File: src/rtl/pal_pkg.sv
`timescale 1ns/1ps
package pal_pkg;
  typedef logic [7:0] byte_t;
  localparam byte_t IDX_KEEP = 8'hBF;
  localparam byte_t OFF_VAL  = 8'hFF;
  localparam int    FLAG_BIT = 7;
endpackage

File: src/rtl/pal_store.sv
`timescale 1ns/1ps
module pal_store
  import pal_pkg::*;
#(
  parameter int NCH   = 2,
  parameter int PTR_W = 6,
  localparam int DEPTH = NCH << PTR_W,
  localparam int AW    = $clog2(DEPTH)
) (
  input  logic                        clk,
  input  logic                        rst_n,
  input  logic [NCH-1:0]              wr_en,
  input  logic [NCH-1:0][PTR_W-1:0]   wr_ptr,
  input  logic [NCH-1:0][7:0]         wr_data,
  input  logic [NCH-1:0][PTR_W-1:0]   lk_ptr,
  output logic [NCH-1:0][7:0]         lk_data,
  input  logic [AW-1:0]               disp_addr,
  output byte_t                       disp_data
);
  byte_t mem [DEPTH];

  function automatic logic [AW-1:0] slot(input int c, input logic [PTR_W-1:0] p);
    return (AW'(c) << PTR_W) | AW'(p);
  endfunction

  always_ff @(posedge clk or negedge rst_n) begin
    if (!rst_n) begin
      for (int i = 0; i < DEPTH; i++) mem[i] <= '0;
    end else begin
      for (int c = 0; c < NCH; c++)
        if (wr_en[c]) mem[slot(c, wr_ptr[c])] <= wr_data[c];
    end
  end

  for (genvar g = 0; g < NCH; g++) begin : g_lk
    assign lk_data[g] = mem[slot(g, lk_ptr[g])];
  end

  assign disp_data = mem[disp_addr];
endmodule

File: src/rtl/pal_chan.sv
`timescale 1ns/1ps
module pal_chan
  import pal_pkg::*;
#(
  parameter int PTR_W = 6
) (
  input  logic             clk,
  input  logic             rst_n,
  input  logic             en,
  input  logic             idx_we,
  input  logic             dat_we,
  input  byte_t            wdata,
  input  byte_t            preload,
  output logic [PTR_W-1:0] ptr,
  output logic             inc,
  output byte_t            dat,
  output logic             pal_we
);
  logic idx_hit;

  assign idx_hit = en && idx_we;
  assign pal_we  = en && dat_we && !idx_we;

  always_ff @(posedge clk or negedge rst_n) begin
    if (!rst_n) begin
      ptr <= '0;
      inc <= 1'b0;
      dat <= '0;
    end else if (idx_hit) begin
      ptr <= wdata[PTR_W-1:0];
      inc <= wdata[FLAG_BIT];
      dat <= preload;
    end else if (pal_we) begin
      dat <= wdata;
      if (inc) ptr <= ptr + 1'b1;
    end
  end
endmodule

File: src/rtl/pal_disp_port.sv
`timescale 1ns/1ps
module pal_disp_port
  import pal_pkg::*;
#(
  parameter int AW = 7
) (
  input  logic          clk,
  input  logic          rst_n,
  input  logic          req_valid,
  output logic          req_ready,
  input  logic [AW-1:0] req_addr,
  output logic [AW-1:0] rd_addr,
  input  byte_t         rd_data,
  output logic          rsp_valid,
  input  logic          rsp_ready,
  output byte_t         rsp_data
);
  logic take;

  assign req_ready = !rsp_valid || rsp_ready;
  assign take      = req_valid && req_ready;
  assign rd_addr   = req_addr;

  always_ff @(posedge clk or negedge rst_n) begin
    if (!rst_n) begin
      rsp_valid <= 1'b0;
      rsp_data  <= '0;
    end else if (take) begin
      rsp_valid <= 1'b1;
      rsp_data  <= rd_data;
    end else if (rsp_ready) begin
      rsp_valid <= 1'b0;
    end
  end
endmodule

File: src/rtl/pal_index_port.sv
`timescale 1ns/1ps
module pal_index_port
  import pal_pkg::*;
#(
  parameter int NCH   = 2,
  parameter int PTR_W = 6,
  localparam int DEPTH = NCH << PTR_W,
  localparam int AW    = $clog2(DEPTH),
  localparam int SW    = $clog2(NCH) + 1
) (
  input  logic            clk,
  input  logic            rst_n,
  input  logic            color_mode,
  input  logic [NCH-1:0]  idx_we,
  input  logic [NCH-1:0]  dat_we,
  input  logic [7:0]      cpu_wdata,
  input  logic [SW-1:0]   cpu_rd_sel,
  output logic [7:0]      cpu_rdata,
  input  logic            disp_req_valid,
  output logic            disp_req_ready,
  input  logic [AW-1:0]   disp_req_addr,
  output logic            disp_rsp_valid,
  input  logic            disp_rsp_ready,
  output logic [7:0]      disp_rsp_data
);
  logic [NCH-1:0][PTR_W-1:0] ch_ptr;
  logic [NCH-1:0]            ch_inc;
  logic [NCH-1:0][7:0]       ch_dat;
  logic [NCH-1:0]            ch_pwe;
  logic [NCH-1:0][PTR_W-1:0] lk_ptr;
  logic [NCH-1:0][7:0]       lk_data;
  logic [NCH-1:0][7:0]       wr_data;
  logic [NCH-1:0][7:0]       idx_view;
  logic [AW-1:0]             st_addr;
  byte_t                     st_data;
  logic [SW-2:0]             rd_chan;

  for (genvar g = 0; g < NCH; g++) begin : g_ch
    assign lk_ptr[g]  = cpu_wdata[PTR_W-1:0];
    assign wr_data[g] = cpu_wdata;

    pal_chan #(.PTR_W(PTR_W)) u_chan (
      .clk     (clk),
      .rst_n   (rst_n),
      .en      (color_mode),
      .idx_we  (idx_we[g]),
      .dat_we  (dat_we[g]),
      .wdata   (cpu_wdata),
      .preload (lk_data[g]),
      .ptr     (ch_ptr[g]),
      .inc     (ch_inc[g]),
      .dat     (ch_dat[g]),
      .pal_we  (ch_pwe[g])
    );

    always_comb begin
      idx_view[g]               = '0;
      idx_view[g][PTR_W-1:0]    = ch_ptr[g];
      idx_view[g][FLAG_BIT]     = ch_inc[g];
    end
  end

  pal_store #(.NCH(NCH), .PTR_W(PTR_W)) u_store (
    .clk       (clk),
    .rst_n     (rst_n),
    .wr_en     (ch_pwe),
    .wr_ptr    (ch_ptr),
    .wr_data   (wr_data),
    .lk_ptr    (lk_ptr),
    .lk_data   (lk_data),
    .disp_addr (st_addr),
    .disp_data (st_data)
  );

  pal_disp_port #(.AW(AW)) u_disp (
    .clk       (clk),
    .rst_n     (rst_n),
    .req_valid (disp_req_valid),
    .req_ready (disp_req_ready),
    .req_addr  (disp_req_addr),
    .rd_addr   (st_addr),
    .rd_data   (st_data),
    .rsp_valid (disp_rsp_valid),
    .rsp_ready (disp_rsp_ready),
    .rsp_data  (disp_rsp_data)
  );

  assign rd_chan = cpu_rd_sel[SW-1:1];

  always_comb begin
    cpu_rdata = OFF_VAL;
    if (color_mode && int'(rd_chan) < NCH)
      cpu_rdata = cpu_rd_sel[0] ? ch_dat[rd_chan] : idx_view[rd_chan];
  end
endmodule

File: config.mk
export PLATFORM = sky130hd
export DESIGN_NAME = pal_index_port
export DESIGN_NICKNAME = d
export VERILOG_FILES = /design/src/rtl/pal_pkg.sv /design/src/rtl/pal_store.sv /design/src/rtl/pal_chan.sv /design/src/rtl/pal_disp_port.sv /design/src/rtl/pal_index_port.sv
export SDC_FILE = /design/constraint.sdc
export NUM_CORES = 2
export LEC_CHECK = 0
export BUFFER_PORTS_ARGS = -buffer_cell sky130_fd_sc_hd__buf_2
export CAP_MARGIN = 10
export CELL_PAD_IN_SITES_DETAIL_PLACEMENT = 2
export CELL_PAD_IN_SITES_GLOBAL_PLACEMENT = 2
export CORE_MARGIN = 1
export CORE_UTILIZATION = 45
export CTS_CLUSTER_DIAMETER = 120
export CTS_CLUSTER_SIZE = 10
export DETAILED_ROUTE_END_ITERATION = 10
export PLACE_DENSITY = 0.78
export SLEW_MARGIN = 5
export SYNTH_ARGS = -nofsm -noshare
export SYNTH_HDL_FRONTEND = slang
export SYNTH_SLANG_ARGS = --single-unit
File: constraint.sdc
create_clock -name clk -period 2.9 [get_ports clk]
set_clock_uncertainty 0.05 [all_clocks]
set_input_delay 0.145 -clock clk [delete_from_list [all_inputs] [get_ports clk]]
set_output_delay 0.145 -clock clk [all_outputs]
set_load 0.005 [all_outputs]
==> run metrics <==
Syn Inst Count between 4,000 and 5,000; synth warn 0; post-synth cell types between 60 and 70; total core area between 100,000 and 150,000 um2; dominant cells by area after synthesis dfrtp_1 (46%), mux4_2 (19%), mux2_2 (18%); Most used DFF post-synth dfrtp_1; crit path kind reg -> reg; Remaining DRCs 0; Worst EP arrival between 3 and 4 ns; final net count 4,224; outcome complete, no violations; number of flops mapped to enable cells by yosys 0; asr flop ratio synth 1.00; largest net degree at the start of global routing 125; syn_nets 4,037; hold_ws approximately 0.052 ns; Worst-path clk slew approximately 0.060 ns; Yosys reg bits roughly 1,100; initial antenna violation count 17; I/O Buffers 43; share of the synthesized area in the top cell type 0.463; Initial Utilization 0.456; vias in the first global route between 40,000 and 50,000; RePlAce Congestion just under 0.9; total gr overflow 0; Tmin final around 2.8 ns; most common cell in the netlist dfrtp_1; Worst setup SP type flip-flop; WHS Path Cells 2; Inserted Clock Buffers ~120; I/O pins 44; Crit. End Element flip-flop; Pwr Total approximately 0.045 W; 1st-iter DRT viols approximately 3,700; Slew Limit Headroom 0.315; final worst-path cycle share 0.972; sequential cell area 26,600 um2; gr usage total 0.359; CP required roughly 3.5 ns; Pwr Density about 700 nW/um2; sequential cell area fraction in the yosys report 0.463; Worst-Margin Slew 1.00 ns; Pleak roughly 29 nW; Die Wd ~360 um; MaxCap Viol Count 0; Hold Vio Cnt, Final 0; CTS tree yes; area delta synth->final 12.8%; Mapped Avg Cell Area approximately 14 um2; Via density just over 7; total wire length roughly 230,000 um; layout cells sized above 1 0.484; Detail Route Antenna Nets 0; Die Height 359 um; Fmax approximately 350 MHz; Crit Path Max Fanout 10; unrepaired setup endpoints after global routing no; Pre-antenna DRT Iters 6; H-tree levels 3; worst min-delay path category in -> reg; Commonest cells post-synth dfrtp_1 (1,063), mux2_2 (935), mux4_2 (492); Post-Syn Area ~57,000 um2; Die Area 129,000 um2; Reg2Reg Depth 5; pins over their slew limit 0; area of the multi-input gates between 20,000 and 30,000 um2; # rows 130; total of fill cells in the finished design 11,300; hpwl dp 149,000 um; VDD IR max 0.503 mV; clk root buf clkbuf_16; leading area contributor after synthesis dfrtp_1; global-route wire length before repair about 340,000 um; Final setup viols 0; CTS Buffer Depth 3; via count a little over 40,000; clk sinks between 1,000 and 1,500; Sum Neg Setup Slack 0 ns; Clock Latency Late Sink ~0.74 ns; routed len/inst just under 40 um
[path summary, 6_finish.rpt]
path / slack (ns) / to / start
worst max-delay path: 0.08 / u_store.mem[157] / g_ch[1].u_chan.ptr[0]
min in group asynchronous: 0.25 / u_store.mem[638] / rst_n
worst min register to register: 0.45 / g_ch[1].u_chan.dat[5] / g_ch[1].u_chan.dat[5]
worst max register to register: 0.08 / u_store.mem[157] / g_ch[1].u_chan.ptr[0]
max in group asynchronous: 1.77 / u_store.mem[680] / rst_n
worst min-delay path: 0.05 / u_store.mem[1010] / cpu_wdata[2]
[report_power, final]
group	internal [W]	total [W]	switching (W)
clock	0.00723	0.0134	0.00620
combinational	0.00558	0.0109	0.00530
sequential	0.0178	0.0211	0.00326
[sequential cells by signal, indices dropped and copies added (netlist names)]
register / count
g_ch.u_chan.dat: 16
g_ch.u_chan.inc: 2
u_disp.rsp_data: 8
u_disp.rsp_valid: 1
u_store.mem: 1024
g_ch.u_chan.ptr: 12
[logic make-up (layout without fill, tap and decap cells)]
kind of cell    after synthesis  count (layout)  share of synthesized area
fa+ha+maj                     2               2                   0.000435
flops                      1063            1063                      0.463
compound gates              443             443                     0.0511
mux                        1622            1622                      0.410
simple gates                517             517                     0.0436
buf+inv                     362             553                     0.0324
other cells                   0               2                          0
[layer usage]
metal,part of all wire,wire [um],GRT usage,up-vias
met5,0.00079,181,0,-
met4,0.053,12300,0.176,22
met3,0.079,18100,0.0798,666
met2,0.48,111000,0.580,2168
met1,0.39,89100,0.458,22770
li1,-,-,-,15779
[per-stage QoR]
step	util	cells	setup WS, ns	area [um2]
detailed placement	0.488	5708	-0.447	61600
finish	0.514	5852	0.0809	64800
global placement	0.488	5708	-0.375	61600
global route	0.514	5850	0.0359	64800
CTS	0.514	5849	0.247	64800
floorplan	-	4009	0.795	57500
[worst max-delay path: stages (launching register included)]
cell and delay, ns:
dfrtp_1 0.39, or3_1 0.52, nor3b_1 0.41, buf_4 0.30, nand2_1 0.52, mux2_2 0.48
[area by class of cell]
class                           count  share of cell area
Inverter                           10            0.000675
Sequential cell                  1063               0.410
Clock inverter                      1            0.000135
Timing Repair Buffer              421              0.0620
Multi-Input combinational cell   2584               0.448
Clock buffer                      121              0.0467
Antenna cell                        2           0.0000772
Tap cell                         1650              0.0318
[cells in the final DEF (no fill, tap or decap), types with 15 or more instances in the layout]
cell type,synthesis,layout
dlygate4sd3_1,0,16
nand2_1,242,241
mux2_2,935,935
o211ai_1,15,15
a21oi_1,40,40
o221ai_1,48,48
mux4_2,492,492
nor2_2,34,34
clkbuf_16,0,121
o22ai_1,71,71
nor2_1,59,59
nor2b_1,32,31
o21ai_0,144,143
dfrtp_1,1063,1063
a31oi_1,21,21
mux2i_1,192,192
buf_4,37,298
nand3_1,33,33
a211oi_1,21,21
nand2b_1,31,30
buf_2,81,31
buf_12,1,68
[what timing repair did]
item                                   4_1_cts  5_1_grt
resized for setup                            1        0
endpoints found under the hold margin      855        0
hold buffers                                17        0
setup endpoints to repair                   64        0
buffers inserted                             2        0
No activity file was read; power rests on OpenSTA's default activity.
